`config.mk`:
```
export PLATFORM = sky130hd
export DESIGN_NAME = sc_reset_seq
export DESIGN_NICKNAME = d
export VERILOG_FILES = /design/src/rtl/sc_seq_pkg.sv /design/src/rtl/sc_cycle_cnt.sv /design/src/rtl/sc_pin_reg.sv /design/src/rtl/sc_reset_seq.sv
export SDC_FILE = /design/constraint.sdc
export NUM_CORES = 1
export LEC_CHECK = 0
export ABC_AREA = 1
export BUFFER_PORTS_ARGS = -buffer_cell sky130_fd_sc_hd__buf_2
export CAP_MARGIN = 10
export CORE_MARGIN = 2
export CORE_UTILIZATION = 45
export CTS_CLUSTER_SIZE = 20
export DETAILED_ROUTE_END_ITERATION = 7
export RECOVER_POWER = 50
export SLEW_MARGIN = 20
export SYNTH_ARGS = -nofsm -noshare
export SYNTH_HDL_FRONTEND = slang
export SYNTH_SLANG_ARGS = --single-unit
```
`constraint.sdc`:
```
create_clock -name clk -period 3.9 [get_ports clk]
set_input_delay 0.39 -clock clk [delete_from_list [all_inputs] [get_ports clk]]
set_output_delay 0.39 -clock clk [all_outputs]
set_load 0.05 [all_outputs]
```
`src/rtl/sc_seq_pkg.sv`:
```
package sc_seq_pkg;

    typedef enum logic [3:0] {
        ST_IDLE,
        ST_ACT_VCC,
        ST_ACT_IO,
        ST_ACT_VPP,
        ST_WAIT_LO,
        ST_WAIT_HI,
        ST_SESSION,
        ST_DEA_RST,
        ST_DEA_CLK,
        ST_DEA_VPP,
        ST_DEA_IO,
        ST_DEA_VCC
    } seq_state_e;

    typedef struct packed {
        logic rst;
        logic clk;
        logic vpp;
        logic io_low;
        logic vcc;
    } pin_set_t;

    localparam pin_set_t PINS_OFF = '{rst: 1'b0, clk: 1'b0, vpp: 1'b0, io_low: 1'b1, vcc: 1'b0};

    // States in which removal or abort forces deactivation
    function automatic logic is_live(seq_state_e s);
        return (s == ST_ACT_VCC) || (s == ST_ACT_IO) || (s == ST_ACT_VPP) ||
               (s == ST_WAIT_LO) || (s == ST_WAIT_HI) || (s == ST_SESSION);
    endfunction

    // Contact change applied on entering a state; others keep their level
    function automatic pin_set_t apply_step(pin_set_t cur, seq_state_e tgt);
        pin_set_t nxt;
        nxt = cur;
        case (tgt)
            ST_ACT_VCC: nxt.vcc    = 1'b1;
            ST_ACT_IO:  nxt.io_low = 1'b0;
            ST_ACT_VPP: nxt.vpp    = 1'b1;
            ST_WAIT_LO: nxt.clk    = 1'b1;
            ST_WAIT_HI: nxt.rst    = 1'b1;
            ST_DEA_RST: nxt.rst    = 1'b0;
            ST_DEA_CLK: nxt.clk    = 1'b0;
            ST_DEA_VPP: nxt.vpp    = 1'b0;
            ST_DEA_IO:  nxt.io_low = 1'b1;
            ST_DEA_VCC: nxt.vcc    = 1'b0;
            default:    nxt        = cur;
        endcase
        return nxt;
    endfunction

endpackage

```
`src/rtl/sc_cycle_cnt.sv`:
```
module sc_cycle_cnt #(
    parameter int W = 8
) (
    input  logic         clk,
    input  logic         rst,
    input  logic         clr,
    output logic [W-1:0] q
);
    localparam logic [W-1:0] TOP = '1;

    always_ff @(posedge clk) begin
        if (rst || clr) begin
            q <= '0;
        end else if (q != TOP) begin
            q <= q + 1'b1;
        end
    end
endmodule

```
`src/rtl/sc_pin_reg.sv`:
```
module sc_pin_reg
    import sc_seq_pkg::*;
(
    input  logic       clk,
    input  logic       rst,
    input  logic       load,
    input  seq_state_e tgt,
    output pin_set_t   pins
);
    always_ff @(posedge clk) begin
        if (rst) begin
            pins <= PINS_OFF;
        end else if (load) begin
            pins <= apply_step(pins, tgt);
        end
    end
endmodule

```
`src/rtl/sc_reset_seq.sv`:
```
module sc_reset_seq
    import sc_seq_pkg::*;
#(
    parameter int STEP_CYC = 1000,
    parameter int HOLD_CYC = 40000,
    parameter int MIN_ANS  = 400
) (
    input  logic clk,
    input  logic rst,
    input  logic card_present,
    input  logic start_req,
    input  logic abort_req,
    input  logic answer_start,
    output logic card_rst,
    output logic card_vcc_en,
    output logic card_vpp_en,
    output logic card_clk_en,
    output logic card_io_low,
    output logic sess_ready,
    output logic err_timeout,
    output logic err_early
);
    localparam int LONGEST = (STEP_CYC > HOLD_CYC) ? STEP_CYC : HOLD_CYC;
    localparam int CW      = $clog2(LONGEST + 1);
    localparam logic [CW-1:0] STEP_LAST = CW'(STEP_CYC - 1);
    localparam logic [CW-1:0] HOLD_LAST = CW'(HOLD_CYC - 1);
    localparam logic [CW-1:0] ANS_MIN   = CW'(MIN_ANS);

    seq_state_e    st_q, st_d;
    logic [CW-1:0] cnt;
    logic          change;
    logic          step_last, win_last;
    logic          ev_early, ev_tout, ev_start;
    pin_set_t      pins;

    assign change    = (st_d != st_q);
    assign step_last = (cnt == STEP_LAST);
    assign win_last  = (cnt == HOLD_LAST);

    sc_cycle_cnt #(.W(CW)) u_cnt (
        .clk (clk),
        .rst (rst),
        .clr (change),
        .q   (cnt)
    );

    sc_pin_reg u_pins (
        .clk  (clk),
        .rst  (rst),
        .load (change),
        .tgt  (st_d),
        .pins (pins)
    );

    always_comb begin
        st_d     = st_q;
        ev_early = 1'b0;
        ev_tout  = 1'b0;
        ev_start = 1'b0;
        if (is_live(st_q) && (!card_present || abort_req)) begin
            st_d = ST_DEA_RST;
        end else begin
            case (st_q)
                ST_IDLE: begin
                    if (start_req && card_present) begin
                        st_d     = ST_ACT_VCC;
                        ev_start = 1'b1;
                    end
                end
                ST_ACT_VCC: if (step_last) st_d = ST_ACT_IO;
                ST_ACT_IO:  if (step_last) st_d = ST_ACT_VPP;
                ST_ACT_VPP: if (step_last) st_d = ST_WAIT_LO;
                ST_WAIT_LO, ST_WAIT_HI: begin
                    if (answer_start) begin
                        if (cnt < ANS_MIN) begin
                            ev_early = 1'b1;
                            st_d     = ST_DEA_RST;
                        end else begin
                            st_d = ST_SESSION;
                        end
                    end else if (win_last) begin
                        if (st_q == ST_WAIT_LO) begin
                            st_d = ST_WAIT_HI;
                        end else begin
                            ev_tout = 1'b1;
                            st_d    = ST_DEA_RST;
                        end
                    end
                end
                ST_SESSION: st_d = ST_SESSION;
                ST_DEA_RST: if (step_last) st_d = ST_DEA_CLK;
                ST_DEA_CLK: if (step_last) st_d = ST_DEA_VPP;
                ST_DEA_VPP: if (step_last) st_d = ST_DEA_IO;
                ST_DEA_IO:  if (step_last) st_d = ST_DEA_VCC;
                ST_DEA_VCC: if (step_last) st_d = ST_IDLE;
                default:    st_d = ST_IDLE;
            endcase
        end
    end

    always_ff @(posedge clk) begin
        if (rst) begin
            st_q        <= ST_IDLE;
            err_timeout <= 1'b0;
            err_early   <= 1'b0;
        end else begin
            st_q <= st_d;
            if (ev_start) begin
                err_timeout <= 1'b0;
                err_early   <= 1'b0;
            end
            if (ev_tout) err_timeout <= 1'b1;
            if (ev_early) err_early <= 1'b1;
        end
    end

    assign card_rst    = pins.rst;
    assign card_clk_en = pins.clk;
    assign card_vpp_en = pins.vpp;
    assign card_io_low = pins.io_low;
    assign card_vcc_en = pins.vcc;
    assign sess_ready  = (st_q == ST_SESSION);

endmodule

```
==> impl_metrics.csv, run 1 <==
group,metric,value,unit
timing,holdWs,0.3467,ns
drt,wl_per_cell,12.92,microns
final_layout,multi_input_area,1109,sq um
floorplan,die_x,68.32,microns
logic_synthesis,syn_inst,280,
global_routing,grt_pass1_wl,7.307,mm
logic_synthesis,syn-num-nets,287,
power_and_ir_drop,power_frac_comb,53.5,%
power_and_ir_drop,power_frac_seq,32.3,%
placement,dp_cells,339,
drt,drc,0,
clock_tree,cts_hold_buf,0,
drt,dr.pass1.iters,4,
placement,placed_cell_area,1961,sq um
power_and_ir_drop,power.leakage,0.8494,nW
setup_path,path_max_fanout,19,
final_layout,final-instance-count-excl-fill,343,
setup_path,start_kind,"register",
final_layout,regArea,540.5,sq um
timing,final_hold_viol_count,0,
setup_path,rrSetupSlack,1.12,ns
placement,port_buffers,13,
logic_synthesis,ys_ff_latch,27,
power_and_ir_drop,net-switching-power,0.0005884,W
final_layout,antenna_cells,0,
setup_path,crit-reg2reg-capture,"u_pins.pins[3]$_SDFFE_PP0P_",
clock_tree,cts_tree,"built",
final_layout,area_growth,5.242,%
clock_tree,cts-root-buf,"clkbuf_8",
power_and_ir_drop,power.density,583.6,nW/um^2
final_layout,fin_area,1959,sq um
clock_tree,htree_levels,1,
floorplan,die_area,4668,sq um
floorplan,ios,14,
timing,period_share,71.27,%
logic_synthesis,syn_area_per_cell,6.649,sq um
power_and_ir_drop,p_clk_share,14.2,%
clock_tree,post_cts_buffers,0,
global_routing,first_global_vias,1558,
hold_path,hold_path_end,"st_q[3]$_SDFF_PP0_",
clock_tree,insertion_delay,0.28,ns
floorplan,initial_core_util,46.54,%
setup_path,r2r-start,"u_cnt.q[0]$_SDFFE_PP0P_",
clock_tree,numCtsBuffers,3,
floorplan,die_h,68.32,microns
floorplan,num_rows,23,
final_layout,final_common_cell,"nand2_1",
setup_path,worstPathArrival,3.01,ns
logic_synthesis,netlist_area,1862,sq um
placement,hpwl,3.464,mm
final_layout,fill_cells,423,
clock_tree,clkTransAtPathRegs,0.09,ns
timing,slew_viol_final,0,
clock_tree,cts_resized,0,
setup_path,reg2regPathDepth,13,
floorplan,core_area,4000,sq um
timing,fin_crit,2.780,ns
power_and_ir_drop,p_int,0.0005552,W
final_layout,nNetsFinal,301,
timing,tightestPinTransition,0.6281,ns
timing,fmax,359.8,MHz
setup_path,critPathKind,"register to register",
drt,via_per_inst,5.306,
global_routing,antenna_found_initial,0,
job,maxCapViolCount,0,
setup_path,required,4.13,ns
timing,setup_violations,0,
drt,drt-initial-drc-count,126,
placement,gp_congestion,0.9668,
run_status,outcome,"complete, no violations",
drt,antenna_left,0,
timing,rsz0062_at_grt,"no",
setup_path,cp-end-kind,"register",
power_and_ir_drop,peakVddDrop,0.4062,mV
clock_tree,cts_sinks,27,
timing,setup_tns,0,ns
final_layout,mostFrequentLayoutCells,"nand2_1 (60), nor2_1 (36), inv_1 (33)",
global_routing,grt_usage,20.71,%
drt,routed_wirelength,4.430,mm
hold_path,min_from,"rst",
final_layout,fin_util,48.98,%
logic_synthesis,yosysUniqueCellTypes,34,
global_routing,overflow,0,
logic_synthesis,ys_warn_count,0,
hold_path,whs_path_depth,2,
hold_path,hold_path.class,"primary input to register",
clock_tree,clk_path_buf_depth,2,
power_and_ir_drop,switching_share,51.45,%
drt,vias,1820,
global_routing,grt_max_degree,20,
timing,fin_skew,0.005808,ns
logic_synthesis,yosysSeqAreaShare,29.03,%
timing,slew_headroom,57.74,%
final_layout,drive_gt1_share,13.99,%
power groups by stage:
stage,sequential (W),combinational [W],clock (W)
6_report,0.000369,0.000611,0.000163
2_1_floorplan,0.000419,0.000488,0
3_3_place_gp,0.000373,0.000658,0
5_1_grt,0.000374,0.000689,0.000178
4_1_cts,0.000366,0.000656,0.000169
3_5_place_dp,0.000372,0.000654,0
worst max-delay path by stage:
stage,slack (ns),endpoint,from,depth (start not counted)
floorplan,1.93,u_cnt.q[15]$_SDFFE_PP0P_,u_cnt.q[0]$_SDFFE_PP0P_,12
finish,1.12,u_pins.pins[3]$_SDFFE_PP0P_,u_cnt.q[0]$_SDFFE_PP0P_,13
global placement,1.52,u_pins.pins[3]$_SDFFE_PP0P_,u_cnt.q[0]$_SDFFE_PP0P_,14
detailed placement,1.52,u_pins.pins[3]$_SDFFE_PP0P_,u_cnt.q[0]$_SDFFE_PP0P_,14
CTS,1.49,u_pins.pins[3]$_SDFFE_PP0P_,u_cnt.q[0]$_SDFFE_PP0P_,14
global route,0.84,u_pins.pins[3]$_SDFFE_PP0P_,u_cnt.q[0]$_SDFFE_PP0P_,13
layout make-up:
class | count | share of cell area (%)
clock buffers | 3 | 2.107
clock inverters | 1 | 0.2554
inverters | 39 | 7.471
multi-input cells | 210 | 56.58
flip-flops and latches | 27 | 27.59
well taps | 50 | 3.193
repair buffers | 13 | 2.810
worst max-delay path, stage by stage, from the launching register on:
cell,delay [ns]
dfxtp_1,0.40
ha_1,0.29
nand3_1,0.18
nor2_1,0.42
nand3_2,0.14
nand2_2,0.07
nand4_1,0.21
nand2_1,0.14
nand3_2,0.07
nor2_1,0.22
nand3_4,0.30
o21ai_0,0.17
nand2_1,0.07
inv_1,0.04
cell families after synthesis:
group	share of synthesized area (%)
flip-flops	29.03
buffers and inverters	9.409
XOR/XNOR	3.764
AND/OR/NAND/NOR	47.45
adder cells (fa/ha/maj)	0.6719
AO/OA/AOI/OAI	9.678
state kept, by name, summed over array words and instances, names as in the netlist:
signal,flops
u_cnt.q,16
err_early,1
u_pins.pins,5
st_q,4
err_timeout,1
per-stage QoR:
stage | power [W] | setup WS, ns
4_1_cts | 0.001191 | 1.490
6_report | 0.001144 | 1.120
3_5_place_dp | 0.001026 | 1.520
5_1_grt | 0.001241 | 0.8397
2_1_floorplan | 0.0009071 | 1.933
3_3_place_gp | 0.001031 | 1.517
cell usage after synthesis, drive strengths merged:
cell,instances,area [sq um]
nor2,49,255.2
inv,39,146.4
o21ai,10,50.04
nand2,66,280.3
nand3b,1,7.510
dfxtp,27,540.5
buf,4,28.78
xnor2,5,43.79
nor4,2,12.51
a21oi,17,92.59
nor4b,1,8.760
nand4,12,96.34
ha,1,12.51
a22oi,1,7.510
nand3,31,187.7
o311ai,2,17.52
nor3,7,35.03
xor2,3,26.28
o22ai,1,6.260
a31oi,1,6.260
metal layers:
layer / track usage (%) / vias to the layer above / routed length [microns]
met5: 0 / - / 0
li1: - / 947 / -
met2: 29.85 / 54 / 1775
met1: 31.47 / 812 / 2383
met3: 3.947 / 7 / 230
met4: 4.500 / 0 / 40
No activity file was read; power rests on OpenSTA's default activity.
==> inputs of run 2 (changes only) <==
clock period = 2.48 ns   (was 3.9 ns; I/O delays follow)
==> run 2 against run 1 <==
  * Clock skew decreased by 0.00077 ns
  * Hold slack lost 0.15 ns
  * Via count increased by 1.6%
  * Critical path depth increased by 1
  * Final cell count increased by 2.0%
  * Global-route usage rose by 1.1 points
  * Utilization rose by 2.5 points
  * Critical endpoint unchanged
  * Maximum frequency grew 28%
  * Count of clock-buffer cells in the layout unchanged
==> impl_metrics.csv, run 2 (synthesis gave the netlist of run 1 again) <==
group,metric,value,unit
setup_path,path_cells,"inv_2 > nor2_4 > inv_2 > o21ai_0 > nand2_1 > nand4_2 > nand2_1 > nand2_1 > nor2_4 > nand3_4 > buf_12 > o21ai_0 > nand2_1 > inv_1",
final_layout,nNetsFinal,308,
clock_tree,numCtsBuffers,3,
final_layout,largest_reg_flops,16,
setup_path,critPathKind,"register to register",
setup_path,slowest_stage,"dfxtp_1",
global_routing,antenna_found_initial,0,
final_layout,drive_gt1_share,17.33,%
global_routing,overflow,0,
hold_path,hold_path_end,"err_early$_SDFFE_PP0P_",
setup_path,rrSetupSlack,0.30,ns
drt,via_per_inst,5.286,
setup_path,crit-reg2reg-capture,"u_pins.pins[3]$_SDFFE_PP0P_",
global_routing,grt_pass1_wl,7.624,mm
placement,port_buffers,13,
clock_tree,cts_tree,"built",
setup_path,reg2regPathDepth,14,
drt,routed_wirelength,4.582,mm
clock_tree,cts_resized,0,
final_layout,fill_cells,439,
drt,dr.pass1.iters,4,
setup_path,required,2.67,ns
timing,tightestPinTransition,0.6015,ns
timing,fmax,458.8,MHz
final_layout,mostFrequentLayoutCells,"nand2_1 (60), nor2_1 (34), inv_1 (33)",
clock_tree,cts_sinks,27,
timing,rsz0062_at_grt,"no",
setup_path,path_max_fanout,19,
floorplan,num_rows,23,
hold_path,hold_path.class,"primary input to register",
setup_path,r2r-start,"st_q[2]$_SDFF_PP0_",
power_and_ir_drop,peakVddDrop,0.5686,mV
power_and_ir_drop,p_total,0.001916,W
timing,setup_tns,0,ns
drt,drc,0,
global_routing,grt_usage,21.79,%
floorplan,core_area,4000,sq um
floorplan,die_x,68.32,microns
timing,fin_skew,0.005038,ns
placement,gp_congestion,0.8960,
clock_tree,clk_path_buf_depth,2,
timing,slew_viol_final,0,
placement,hpwl,3.534,mm
timing,period_share,87.89,%
hold_path,whs_path_depth,2,
hold_path,min_from,"rst",
final_layout,area_growth,10.62,%
run_status,outcome,"complete, no violations",
clock_tree,cts-root-buf,"clkbuf_8",
timing,fin_ws,0.3004,ns
power_and_ir_drop,power.density,930.3,nW/um^2
timing,fin_crit,2.180,ns
drt,vias,1850,
placement,place_ws,0.2264,ns
final_layout,fin_util,51.49,%
setup_path,cp-end-kind,"register",
job,maxCapViolCount,0,
timing,slew_headroom,60.07,%
power_and_ir_drop,power.leakage,0.8950,nW
drt,antenna_left,0,
final_layout,antenna_cells,0,
setup_path,crit_path_max_incr_delay,0.44,ns
final_layout,top_regs,"u_cnt.q (16), u_pins.pins (5), st_q (4)",
global_routing,grt_max_degree,20,
drt,wl_per_cell,13.09,microns
setup_path,cp_num_buf_inv,4,
clock_tree,insertion_delay,0.28,ns
clock_tree,clkTransAtPathRegs,0.10,ns
floorplan,die_h,68.32,microns
setup_path,cp_common_cell,"nand2_1",
clock_tree,cts_hold_buf,0,
final_layout,largest-register,"u_cnt.q",
timing,setup_violations,0,
setup_path,crit_family,"simple AND/OR/NAND/NOR gates",
clock_tree,htree_levels,1,
setup_path,start_kind,"register",
final_layout,final_common_cell,"nand2_1",
global_routing,first_global_vias,1612,
floorplan,ios,14,
timing,final_hold_viol_count,0,
floorplan,die_area,4668,sq um
floorplan,initial_core_util,46.54,%
setup_path,worstPathArrival,2.37,ns
drt,drt-initial-drc-count,140,
run 2: worst max path at each step:
stage / startpoint / end / slack, ns / cells after the start
detailed placement: u_cnt.q[0]$_SDFFE_PP0P_ / u_cnt.q[4]$_SDFFE_PP0P_ / 0.23 / 11
finish: st_q[2]$_SDFF_PP0_ / u_pins.pins[3]$_SDFFE_PP0P_ / 0.30 / 14
global placement: u_cnt.q[0]$_SDFFE_PP0P_ / u_pins.pins[3]$_SDFFE_PP0P_ / 0.24 / 14
global route: u_cnt.q[0]$_SDFFE_PP0P_ / u_pins.pins[2]$_SDFFE_PP0P_ / 0.01 / 16
floorplan: u_cnt.q[0]$_SDFFE_PP0P_ / u_cnt.q[15]$_SDFFE_PP0P_ / 0.51 / 12
CTS: u_cnt.q[0]$_SDFFE_PP0P_ / u_cnt.q[4]$_SDFFE_PP0P_ / 0.21 / 13
run 2: what timing repair did:
| action | 4_1_cts | 5_1_grt |
|---|---|---|
| endpoints found under the hold margin | 0 | 0 |
| setup buffers | 0 | 1 |
| endpoints found under the setup margin | 0 | 10 |
run 2: area by class of cell:
| class | count | area [sq um] | share of cell area [%] |
|---|---|---|---|
| Clock buffer | 3 | 41.29 | 2.005 |
| Tap cell | 50 | 62.56 | 3.038 |
| Inverter | 39 | 146.4 | 7.108 |
| Multi-Input combinational cell | 210 | 1144 | 55.53 |
| Clock inverter | 1 | 5.005 | 0.2430 |
| Timing Repair Buffer | 20 | 120.1 | 5.832 |
| Sequential cell | 27 | 540.5 | 26.25 |
run 2: stage by stage:
stage | std cells | cell area (sq um) | hold WS [ns]
4_1_cts | 349 | 2052 | 0.1983
3_5_place_dp | 345 | 2006 | 0.4468
2_1_floorplan | 280 | 1862 | 0.3171
6_report | 350 | 2059 | 0.1936
3_3_place_gp | 345 | 2006 | 0.4478
5_1_grt | 350 | 2059 | 0.2087
run 2: report_power, final:
part | total, W | switching (W) | internal (W)
clock | 0.000265 | 0.000152 | 0.000113
sequential | 0.000554 | 0.0000544 | 0.000499
combinational | 0.00110 | 0.000770 | 0.000328
total | 0.00192 | 0.000976 | 0.000940
run 2: layer usage:
layer / wire length [microns] / GRT usage (%) / up-vias
li1: - / - / 959
met1: 2312 / 33.30 / 822
met2: 1910 / 31.92 / 63
met3: 305 / 2.632 / 6
met4: 53 / 5.750 / 0
met5: 0 / 0 / -
==> inputs of run 3 (changes only) <==
CORE_UTILIZATION = 30   (was 45)
==> run 3 against run 2 <==
  * Combinational power is essentially flat
  * Utilization shrank 16 points
  * Maximum frequency shrank 1.8%
  * Die area grew 47%
  * Sequential share of layout area shrank 0.55 points
  * Sequential power grew 3%
  * Clock skew grew 0.00067 ns
  * Power is essentially flat
  * Largest cell class unchanged
  * Highest routed layer unchanged
==> impl_metrics.csv, run 3 (synthesis gave the netlist of run 1 again) <==
group,metric,value,unit
drt,dr.pass1.iters,4,
final_layout,area_growth,12.97,%
final_layout,final_common_cell,"nand2_1",
final_layout,final-instance-count-excl-fill,378,
setup_path,crit_path_max_incr_delay,0.41,ns
power_and_ir_drop,switching_share,49.30,%
drt,wl_per_cell,12.27,microns
clock_tree,cts_tree,"built",
setup_path,required,2.69,ns
final_layout,largest-register,"u_cnt.q",
power_and_ir_drop,power_frac_comb,57.0,%
floorplan,ios,14,
setup_path,crit_family,"simple AND/OR/NAND/NOR gates",
setup_path,start_kind,"register",
final_layout,largest_reg_flops,16,
timing,final_hold_viol_count,0,
clock_tree,cts_sinks,27,
floorplan,initial_core_util,31.26,%
clock_tree,numCtsBuffers,3,
timing,period_share,89.50,%
placement,hpwl,3.643,mm
drt,drt-initial-drc-count,126,
clock_tree,clk_path_buf_depth,2,
final_layout,drive_gt1_share,17.16,%
global_routing,antenna_found_initial,0,
setup_path,slowest_stage,"dfxtp_1",
setup_path,worstPathArrival,2.43,ns
drt,routed_wirelength,4.638,mm
power_and_ir_drop,power_frac_seq,29.9,%
power_and_ir_drop,p_clk_share,13.1,%
clock_tree,cts_resized,0,
clock_tree,clkTransAtPathRegs,0.09,ns
drt,drc,0,
setup_path,cp_num_buf_inv,1,
run_status,outcome,"complete, no violations",
global_routing,overflow,0,
global_routing,grt_usage,14.62,%
floorplan,num_rows,28,
floorplan,core_area,5956,sq um
final_layout,top_regs,"u_cnt.q (16), u_pins.pins (5), st_q (4)",
floorplan,die_area,6852,sq um
global_routing,first_global_vias,1685,
clock_tree,cts-root-buf,"clkbuf_8",
power_and_ir_drop,p_int,0.0009721,W
power_and_ir_drop,peakVddDrop,0.4560,mV
job,maxCapViolCount,0,
timing,rsz0062_at_grt,"no",
placement,port_buffers,13,
final_layout,antenna_cells,0,
placement,gp_congestion,0.9627,
clock_tree,post_cts_buffers,0,
timing,setup_violations,0,
hold_path,hold_path.class,"primary input to register",
setup_path,cp-end-kind,"register",
timing,fin_crit,2.220,ns
timing,setup_tns,0,ns
drt,antenna_left,0,
global_routing,grt_pass1_wl,7.803,mm
placement,place_ws,0.2070,ns
timing,tightestPinTransition,0.6077,ns
timing,slew_viol_final,0,
timing,fin_ws,0.2604,ns
setup_path,path_cells,"ha_1 > nand3_2 > nor2_4 > nand2_4 > nand2_1 > nand3_1 > nand2_1 > nand2_1 > nor2_2 > nand2_1 > nand2_1 > nand3_4 > buf_12 > a21oi_1",
floorplan,die_h,82.78,microns
drt,via_per_inst,4.820,
final_layout,mostFrequentLayoutCells,"nand2_1 (61), nor2_1 (34), inv_1 (33)",
power_and_ir_drop,power.density,911.5,nW/um^2
floorplan,die_x,82.78,microns
placement,dp_cells,369,
power_and_ir_drop,power.leakage,0.9028,nW
timing,slew_headroom,59.66,%
clock_tree,htree_levels,1,
power_and_ir_drop,net-switching-power,0.0009451,W
clock_tree,cts_hold_buf,0,
final_layout,nNetsFinal,311,
timing,fin_skew,0.005710,ns
setup_path,cp_common_cell,"nand2_1",
setup_path,critPathKind,"register to register",
drt,vias,1822,
setup_path,path_max_fanout,11,
global_routing,grt_max_degree,20,
timing,fmax,450.5,MHz
clock_tree,insertion_delay,0.27,ns
==> run 3: cell count changes in the layout (fill, tap and decap cells not counted), sizes merged <==
cell,delta
clkinv,-1
clkbuf,+1
buf,+3
==> run 3: worst reg2reg max path: stages (launching register included) <==
cell and delay (ns):
dfxtp_1 0.41, ha_1 0.22, nand3_2 0.15, nor2_4 0.23
nand2_4 0.08, nand2_1 0.06, nand3_1 0.08, nand2_1 0.09
nand2_1 0.09, nor2_2 0.11, nand2_1 0.06, nand2_1 0.11
nand3_4 0.17, buf_12 0.20, a21oi_1 0.10
==> run 3: worst paths after layout <==
check / startpoint / endpoint / slack (ns) / cells past startpoint
setup reg to reg: u_cnt.q[0]$_SDFFE_PP0P_ / u_cnt.q[8]$_SDFFE_PP0P_ / 0.26 / 14
setup / recovery: u_cnt.q[0]$_SDFFE_PP0P_ / u_cnt.q[8]$_SDFFE_PP0P_ / 0.26 / 14
hold reg to reg: u_pins.pins[1]$_SDFFE_PP1P_ / u_pins.pins[1]$_SDFFE_PP1P_ / 0.47 / 2
hold / removal: rst / err_early$_SDFFE_PP0P_ / 0.20 / 2
==> run 3: per-layer routing <==
layer	wire length [microns]	up-vias	global-route usage (%)
li1	-	961	-
met1	2308	804	21.42
met2	2041	49	22.26
met3	190	8	1.082
met4	98	0	5.574
met5	0	-	0
==> run 3: power by group through the flow <==
| stage | Sequential (W) | Clock, W | Combinational [W] |
|---|---|---|---|
| 4_1_cts | 0.000568 | 0.000262 | 0.00106 |
| 3_5_place_dp | 0.000578 | 0 | 0.00105 |
| 5_1_grt | 0.000579 | 0.000285 | 0.00122 |
| 6_report | 0.000573 | 0.000251 | 0.00109 |
| 3_3_place_gp | 0.000580 | 0 | 0.00105 |
| 2_1_floorplan | 0.000659 | 0 | 0.000768 |
==> run 3: layout make-up <==
type / count / area (sq um)
repair buffers: 23 / 142.6
multi-input cells: 210 / 1135
inverters: 39 / 146.4
well taps: 75 / 93.84
flip-flops and latches: 27 / 540.5
fillers: 647 / 3852
clock buffers: 4 / 45.04
==> run 3: stage by stage <==
step                power [W]  cell area, sq um  hold WS (ns)  util (%)
floorplan            0.001426              1862        0.3171         -
global route         0.002084              2103        0.2127     35.32
global placement     0.001628              2029        0.4423     34.08
finish               0.001917              2103        0.1995     35.32
detailed placement   0.001629              2029        0.4405     34.08
CTS                  0.001886              2074        0.1904     34.83
